<file path="config.mk">
export PLATFORM = sky130hd
export DESIGN_NAME = dbg_trigger
export DESIGN_NICKNAME = d
export VERILOG_FILES = /design/src/rtl/dbg_trig_pkg.sv /design/src/rtl/dbg_trig_datapath.sv /design/src/rtl/dbg_trig_ctrl.sv /design/src/rtl/dbg_trigger.sv
export SDC_FILE = /design/constraint.sdc
export NUM_CORES = 1
export LEC_CHECK = 0
export BUFFER_PORTS_ARGS = -buffer_cell sky130_fd_sc_hd__buf_2
export CORE_ASPECT_RATIO = 2
export CORE_UTILIZATION = 50
export CTS_BUF_LIST = sky130_fd_sc_hd__clkbuf_8
export DETAILED_ROUTE_END_ITERATION = 8
export PLACE_DENSITY_LB_ADDON = 0.25
export SLEW_MARGIN = 20
export SYNTH_ARGS = -nofsm -noshare
export SYNTH_HDL_FRONTEND = slang
export SYNTH_HIERARCHICAL = 1
export SYNTH_SLANG_ARGS = --single-unit
export TNS_END_PERCENT = 10
</file>
<file path="constraint.sdc">
create_clock -name clk -period 3 [get_ports clk]
set_input_delay 0.15 -clock clk [delete_from_list [all_inputs] [get_ports clk]]
set_output_delay 0.15 -clock clk [all_outputs]
set_load 0.03 [all_outputs]
</file>
<file path="src/rtl/dbg_trig_pkg.sv">
package dbg_trig_pkg;
  typedef enum logic [2:0] {
    REG_CFG   = 3'd0,
    REG_PCREF = 3'd1,
    REG_PCMSK = 3'd2,
    REG_ALO   = 3'd3,
    REG_AHI   = 3'd4,
    REG_DREF  = 3'd5,
    REG_DMSK  = 3'd6,
    REG_ATTR  = 3'd7
  } regSel_e;

  typedef enum logic [1:0] {
    LVL_OFF = 2'd0,
    LVL_ONE = 2'd1,
    LVL_TWO = 2'd2
  } lvl_e;

  localparam int NCOND   = 3;
  localparam int NLEVEL  = 2;
  localparam int CFG_TWO = 6;
  localparam int CFG_ACT = 7;
  localparam int CFG_ENA = 8;
  localparam int CFG_W   = 9;

  typedef struct packed {
    logic fire;
    logic armTwo;
    logic disarm;
  } ctrlStrobe_t;
endpackage

</file>
<file path="src/rtl/dbg_trig_datapath.sv">
module dbg_trig_datapath
  import dbg_trig_pkg::*;
#(
  parameter int AW = 32,
  parameter int DW = 32,
  parameter int ATTRW = 8,
  parameter int WW = 32
) (
  input  logic             clk,
  input  logic             rstN,
  input  logic             cfgWe,
  input  logic [2:0]       cfgAddr,
  input  logic [WW-1:0]    cfgData,
  input  logic [AW-1:0]    pcVal,
  input  logic [AW-1:0]    busAddr,
  input  logic [DW-1:0]    busData,
  input  logic [ATTRW-1:0] busAttr,
  input  logic             busValid,
  input  ctrlStrobe_t      strb,
  output logic [NLEVEL-1:0] lvlHit,
  output logic             twoLvl,
  output logic             actIrq,
  output logic             trigOn,
  output logic             cfgWrite,
  output lvl_e             lvl,
  output logic             hitFlag
);
  logic [CFG_W-1:0] cfgQ;
  logic [AW-1:0]    pcRef, pcMask, addrLo, addrHi;
  logic [DW-1:0]    dataRef, dataMask;
  logic [ATTRW-1:0] attrRef, attrMask;
  logic [NCOND-1:0] condVec;
  logic             attrOk, pcMatch, addrMatch, dataMatch;

  assign cfgWrite = cfgWe && (regSel_e'(cfgAddr) == REG_CFG);

  always_ff @(posedge clk or negedge rstN) begin
    if (!rstN) begin
      cfgQ     <= '0;
      pcRef    <= '0;
      pcMask   <= '0;
      addrLo   <= '0;
      addrHi   <= '0;
      dataRef  <= '0;
      dataMask <= '0;
      attrRef  <= '0;
      attrMask <= '0;
    end else if (cfgWe) begin
      unique case (regSel_e'(cfgAddr))
        REG_CFG:   cfgQ     <= cfgData[CFG_W-1:0];
        REG_PCREF: pcRef    <= cfgData[AW-1:0];
        REG_PCMSK: pcMask   <= cfgData[AW-1:0];
        REG_ALO:   addrLo   <= cfgData[AW-1:0];
        REG_AHI:   addrHi   <= cfgData[AW-1:0];
        REG_DREF:  dataRef  <= cfgData[DW-1:0];
        REG_DMSK:  dataMask <= cfgData[DW-1:0];
        REG_ATTR: begin
          attrRef  <= cfgData[ATTRW-1:0];
          attrMask <= cfgData[2*ATTRW-1:ATTRW];
        end
        default: ;
      endcase
    end
  end

  assign attrOk    = ((busAttr ^ attrRef) & ~attrMask) == '0;
  assign pcMatch   = ((pcVal ^ pcRef) & ~pcMask) == '0;
  assign addrMatch = busValid && attrOk && (busAddr >= addrLo) && (busAddr <= addrHi);
  assign dataMatch = busValid && attrOk && (((busData ^ dataRef) & ~dataMask) == '0);
  assign condVec   = {dataMatch, addrMatch, pcMatch};

  for (genvar g = 0; g < NLEVEL; g++) begin : g_level
    logic [NCOND-1:0] enSel;
    assign enSel     = cfgQ[g*NCOND +: NCOND];
    assign lvlHit[g] = (|enSel) && ((condVec & enSel) == enSel);
  end

  assign twoLvl = cfgQ[CFG_TWO];
  assign actIrq = cfgQ[CFG_ACT];
  assign trigOn = cfgQ[CFG_ENA];

  always_ff @(posedge clk or negedge rstN) begin
    if (!rstN) begin
      lvl     <= LVL_OFF;
      hitFlag <= 1'b0;
    end else if (cfgWrite) begin
      lvl     <= cfgData[CFG_ENA] ? LVL_ONE : LVL_OFF;
      hitFlag <= 1'b0;
    end else begin
      if (strb.fire) hitFlag <= 1'b1;
      if (strb.armTwo)      lvl <= LVL_TWO;
      else if (strb.disarm) lvl <= LVL_ONE;
    end
  end
endmodule

</file>
<file path="src/rtl/dbg_trig_ctrl.sv">
module dbg_trig_ctrl
  import dbg_trig_pkg::*;
#(
  parameter int NLV = 2
) (
  input  logic           clk,
  input  logic           rstN,
  input  logic [NLV-1:0] lvlHit,
  input  logic           twoLvl,
  input  logic           actIrq,
  input  logic           trigOn,
  input  logic           cfgWrite,
  input  lvl_e           lvl,
  output ctrlStrobe_t    strb,
  output logic           haltReq,
  output logic           irqReq
);
  always_comb begin
    strb = '0;
    if (trigOn && !cfgWrite) begin
      if (!twoLvl) begin
        strb.fire = lvlHit[0];
      end else if (lvl == LVL_TWO) begin
        strb.fire   = lvlHit[1];
        strb.disarm = lvlHit[1];
      end else begin
        strb.armTwo = lvlHit[0];
      end
    end
  end

  always_ff @(posedge clk or negedge rstN) begin
    if (!rstN) begin
      haltReq <= 1'b0;
      irqReq  <= 1'b0;
    end else begin
      haltReq <= strb.fire && !actIrq;
      irqReq  <= strb.fire && actIrq;
    end
  end
endmodule

</file>
<file path="src/rtl/dbg_trigger.sv">
module dbg_trigger
  import dbg_trig_pkg::*;
#(
  parameter int AW = 32,
  parameter int DW = 32,
  parameter int ATTRW = 8
) (
  input  logic             clk,
  input  logic             rstN,
  input  logic             cfgWe,
  input  logic [2:0]       cfgAddr,
  input  logic [((AW > DW) ? AW : DW)-1:0] cfgData,
  input  logic [AW-1:0]    pcVal,
  input  logic [AW-1:0]    busAddr,
  input  logic [DW-1:0]    busData,
  input  logic [ATTRW-1:0] busAttr,
  input  logic             busValid,
  output logic             haltReq,
  output logic             irqReq,
  output logic [1:0]       trigLevel,
  output logic             trigHit
);
  localparam int WW = (AW > DW) ? AW : DW;

  ctrlStrobe_t       strb;
  logic [NLEVEL-1:0] lvlHit;
  logic              twoLvl, actIrq, trigOn, cfgWrite;
  lvl_e              lvl;

  dbg_trig_datapath #(.AW(AW), .DW(DW), .ATTRW(ATTRW), .WW(WW)) u_dp (
    .clk(clk), .rstN(rstN), .cfgWe(cfgWe), .cfgAddr(cfgAddr), .cfgData(cfgData),
    .pcVal(pcVal), .busAddr(busAddr), .busData(busData), .busAttr(busAttr),
    .busValid(busValid), .strb(strb), .lvlHit(lvlHit), .twoLvl(twoLvl),
    .actIrq(actIrq), .trigOn(trigOn), .cfgWrite(cfgWrite), .lvl(lvl),
    .hitFlag(trigHit)
  );

  dbg_trig_ctrl #(.NLV(NLEVEL)) u_ctrl (
    .clk(clk), .rstN(rstN), .lvlHit(lvlHit), .twoLvl(twoLvl), .actIrq(actIrq),
    .trigOn(trigOn), .cfgWrite(cfgWrite), .lvl(lvl), .strb(strb),
    .haltReq(haltReq), .irqReq(irqReq)
  );

  assign trigLevel = lvl;
endmodule

</file>
==> run summary <==
FINISH
-------------------------------------------------------------------------------------
Count of non-filler cells in the finished layout                                 1389
Area delta synth->final                                                         20.1%
Final design instance area without fill                                   13100 sq um
Share of final-layout standard cells stronger than drive strength 1             36.4%
Commonest cells after routing, fill and taps aside                       222 x sky130_fd_sc_hd__dfrtp_1, 177 x sky130_fd_sc_hd__mux2_2, 146 x sky130_fd_sc_hd__buf_2
Most common cell after layout, fill and taps aside                       sky130_fd_sc_hd__dfrtp_1
Ant diodes                                                                          0
Layout Nets                                                                      1301

CTS
-------------------------------------------------------------------------------------
Clock-pin slew of the registers on the worst-case setup and hold paths          70 ps
Clock H-tree levels                                                                 1
TritonCTS clock tree                                                              yes
Root cell of the clock tree                                              sky130_fd_sc_hd__clkbuf_8
Clock buffers created by TritonCTS                                                 31
Number of clock sinks                                                             222
Source-to-sink clock delay at the later pin of the worst-skew pair             590 ps
Maximum root-to-sink buffer count                                                   3

STA
-------------------------------------------------------------------------------------
Measured slew at the worst slew-check pin                                      778 ps
Hold Violations, Final                                                              0
Highest Clock Rate                                                            362 MHz
Post-route worst setup slack                                                   240 ps
Clock period minus final worst setup slack                                    2760 ps
Worst slew margin relative to its limit                                         48.2%
Summed negative setup slack over all endpoints                                   0 ps
Post-route clock skew                                                         14.8 ps
Number of setup violations in the final report                                      0
Unrepaired setup endpoints after global routing                                 false
Post-route fraction of the period consumed by the critical path                 92.0%
Max Transition Viols Final                                                          0

LOGIC SYNTHESIS
-------------------------------------------------------------------------------------
Mux cell area share after synthesis                                             18.9%
Share of the synthesized area in compound gates (AO/OA/AOI/OAI)                 7.49%
Fraction of the mapped netlist area in adder cells                              7.36%
Cell count after synthesis                                                        889
Syn avg cell area                                                          12.2 sq um
Synthesis Warnings                                                                  6
Distinct cell type count after synthesis                                           45
Post-synth net total                                                             1096
Combinational family with the most area after synthesis                  multiplexers
Top flip-flop cell by instance count after synthesis                     sky130_fd_sc_hd__dfrtp_1
Fraction of registers with async set or reset after synthesis                    100%
Simple-gate area share of the yosys netlist                                     5.96%
Flip-flop and latch count after synthesis                                         222
Part of the Yosys area used for sequential elements                             51.1%
Area of the mapped netlist                                                10900 sq um
Post-synthesis xor/xnor area fraction                                           5.80%
Post-synth EDFFs                                                                    0

SETUP PATH
-------------------------------------------------------------------------------------
Maximum cell stage delay along the critical path                               360 ps
CP Max Fanout                                                                       4
Critical setup path kind                                                 register to register
Cell-by-cell trace of the critical path                                  inv_1 > ha_4 > nand4_1 > inv_2 > a221oi_4 > nor4_1 > or2_2 > a21o_1 > a211oi_2 > nand4b_1 > buf_4 > o21ai_1 > nor2_1 > nor2_1
Startpoint of the most critical setup path                               u_dp/addrHi[11]$_DFFE_PN0P_
Startpoint of the most critical register-to-register path                u_dp/addrHi[11]$_DFFE_PN0P_
Critical path endpoint category                                              register
Cell at the slowest stage of the critical path                           sky130_fd_sc_hd__dfrtp_1
Critical Path Most Common Cell                                           sky130_fd_sc_hd__nor2_1
Required arrival time at the worst endpoint                                   3520 ps
Crit path launch type                                                        register
CP Data Arrival Time                                                          3280 ps

ROUTE
-------------------------------------------------------------------------------------
DRT iter0 DRCs                                                                    262
Routed vias                                                                      7649
Post-Route WL                                                                27500 um
TritonRoute pass-1 iters                                                            5
DRC violations left                                                                 0
Detailed-route wire length per cell                                           19.8 um
Post-detailed-route via-to-cell ratio                                            5.51
Post-route antenna net violation count                                              0

POWER AND IR DROP
-------------------------------------------------------------------------------------
PD cells                                                                  658 nW/um^2
Worst vdd ir                                                                 0.454 mV
Leakage power figure                                                          5.98 nW
Total Power Consumption                                                       8.60 mW

FLOORPLAN
-------------------------------------------------------------------------------------
Die Y                                                                          211 um
Area of the core                                                          21400 sq um
Initial Utilization                                                             50.9%
Area of the die                                                           22400 sq um
# IOs                                                                             148
Horizontal extent of the die                                                   106 um
Row count                                                                          76

PLACEMENT
-------------------------------------------------------------------------------------
GP Congestion                                                                   0.867
Port buffer count                                                                 147
Post-placement worst setup slack                                              25.5 ps
Final HPWL DP                                                                20100 um
Placed Cells                                                                     1300
Post-Place Cell Area                                                      12000 sq um

GLOBAL ROUTING
-------------------------------------------------------------------------------------
Via count of the first global-routing pass                                       8098
All-layer global routing usage                                                  25.5%
Remaining global-route overflow                                                     0
Initial antenna violation count                                                     0
Global-route wire length before repair                                       42600 um
Pin count of the biggest net entering global routing                              103

STATUS
-------------------------------------------------------------------------------------
Outcome                                                                  finished, final reports clean

MIN PATH
-------------------------------------------------------------------------------------
Worst hold-check path type                                               input port to async pin

JOB
-------------------------------------------------------------------------------------
Number of max-capacitance violations reported                                       0

routing by layer:
layer | global-route usage (%) | share of wire (%) | up-vias
met3 | 2.84 | 3.6 | 72
met2 | 46.2 | 53 | 207
met4 | 15.2 | 5.6 | 0
met1 | 28.3 | 38 | 3803
li1 | - | - | 3567
met5 | 0 | 0 | -
cell usage after synthesis, types with 3 or more instances:
cell type	n	share of area, %
sky130_fd_sc_hd__xnor2_1	72	5.8
sky130_fd_sc_hd__a21oi_1	23	1.1
sky130_fd_sc_hd__dfrtp_1	222	51
sky130_fd_sc_hd__buf_2	6	0.28
sky130_fd_sc_hd__mux2_1	6	0.62
sky130_fd_sc_hd__o21ai_0	44	2.0
sky130_fd_sc_hd__o311ai_0	3	0.24
sky130_fd_sc_hd__nand4_1	15	0.86
sky130_fd_sc_hd__nand4b_1	4	0.32
sky130_fd_sc_hd__o22ai_1	35	2.0
sky130_fd_sc_hd__nand2b_1	3	0.17
sky130_fd_sc_hd__mux2_2	177	18
sky130_fd_sc_hd__inv_1	70	2.4
sky130_fd_sc_hd__nor2_1	8	0.28
sky130_fd_sc_hd__clkbuf_1	21	0.72
sky130_fd_sc_hd__ha_1	64	7.4
sky130_fd_sc_hd__a211oi_1	4	0.28
sky130_fd_sc_hd__nor3_1	5	0.23
sky130_fd_sc_hd__nor2b_1	3	0.17
sky130_fd_sc_hd__nand2_1	47	1.6
sky130_fd_sc_hd__nand3_1	5	0.23
sky130_fd_sc_hd__nor4_1	14	0.80
sky130_fd_sc_hd__a21o_1	9	0.62
where the power goes:
group / internal [mW] / switching, mW / leakage, nW
Combinational: 1.11 / 1.01 / 2.93
Sequential: 3.65 / 0.359 / 2.68
Clock: 1.34 / 1.14 / 0.370
path summary, 6_finish.rpt:
check | to | slack, ps | depth (start not counted)
max in group asynchronous | u_dp/pcRef[18]$_DFFE_PN0P_ | 1960 | 3
min in group clk | u_dp/hitFlag$_DFFE_PN0P_ | 220 | 4
max reg2reg | u_dp/hitFlag$_DFFE_PN0P_ | 240 | 14
max | u_dp/hitFlag$_DFFE_PN0P_ | 240 | 14
min | u_dp/addrLo[7]$_DFFE_PN0P_ | 180 | 2
min reg2reg | u_dp/attrMask[2]$_DFFE_PN0P_ | 500 | 1
state kept, by name, indices dropped and copies added (netlist names), 2 cells and up:
name,cells
u_dp/attrRef,8
u_dp/dataRef,32
u_dp/attrMask,8
u_dp/lvl,2
u_dp/dataMask,32
u_dp/pcRef,32
u_dp/pcMask,32
u_dp/addrHi,32
u_dp/addrLo,32
u_dp/cfgQ,9
metrics by stage:
stage          utilization (%)  hold WS (ps)
2_1_floorplan                -          -146
3_3_place_gp              56.2           236
3_5_place_dp              56.2           238
4_1_cts                   60.9           186
5_1_grt                   61.1           246
6_report                  61.1           181
cell families (layout without fill, tap and decap cells):
group,Yosys count,in the layout
AND/OR/NAND/NOR,118,118
buffers and inverters,97,324
XOR/XNOR,72,72
flip-flops,222,222
AO/OA/AOI/OAI,133,133
multiplexers,183,183
adder cells (fa/ha/maj),64,64
worst max-delay path: cells and delay by family, from the launching register on:
kind | cells | cell delay (ps)
simple gates | 6 | 920
buf+inv | 3 | 370
compound gates | 4 | 820
flops | 1 | 360
fa+ha+maj | 1 | 230
what timing repair did:
action	CTS	global route
buffers inserted	0	1
endpoints found under the hold margin	280	0
endpoints found under the setup margin	2	3
gates resized for setup	1	7
pin swaps	0	5
hold buffers	33	0
cell type report:
| cell class | count | area (sq um) |
|---|---|---|
| fillers | 1790 | 8330 |
| well taps | 273 | 342 |
| repair buffers | 199 | 1230 |
| flip-flops and latches | 222 | 5560 |
| inverters | 70 | 263 |
| multi-input cells | 570 | 5010 |
| clock buffers | 39 | 537 |
| clock inverters | 16 | 123 |
No activity file was read; power rests on OpenSTA's default activity.
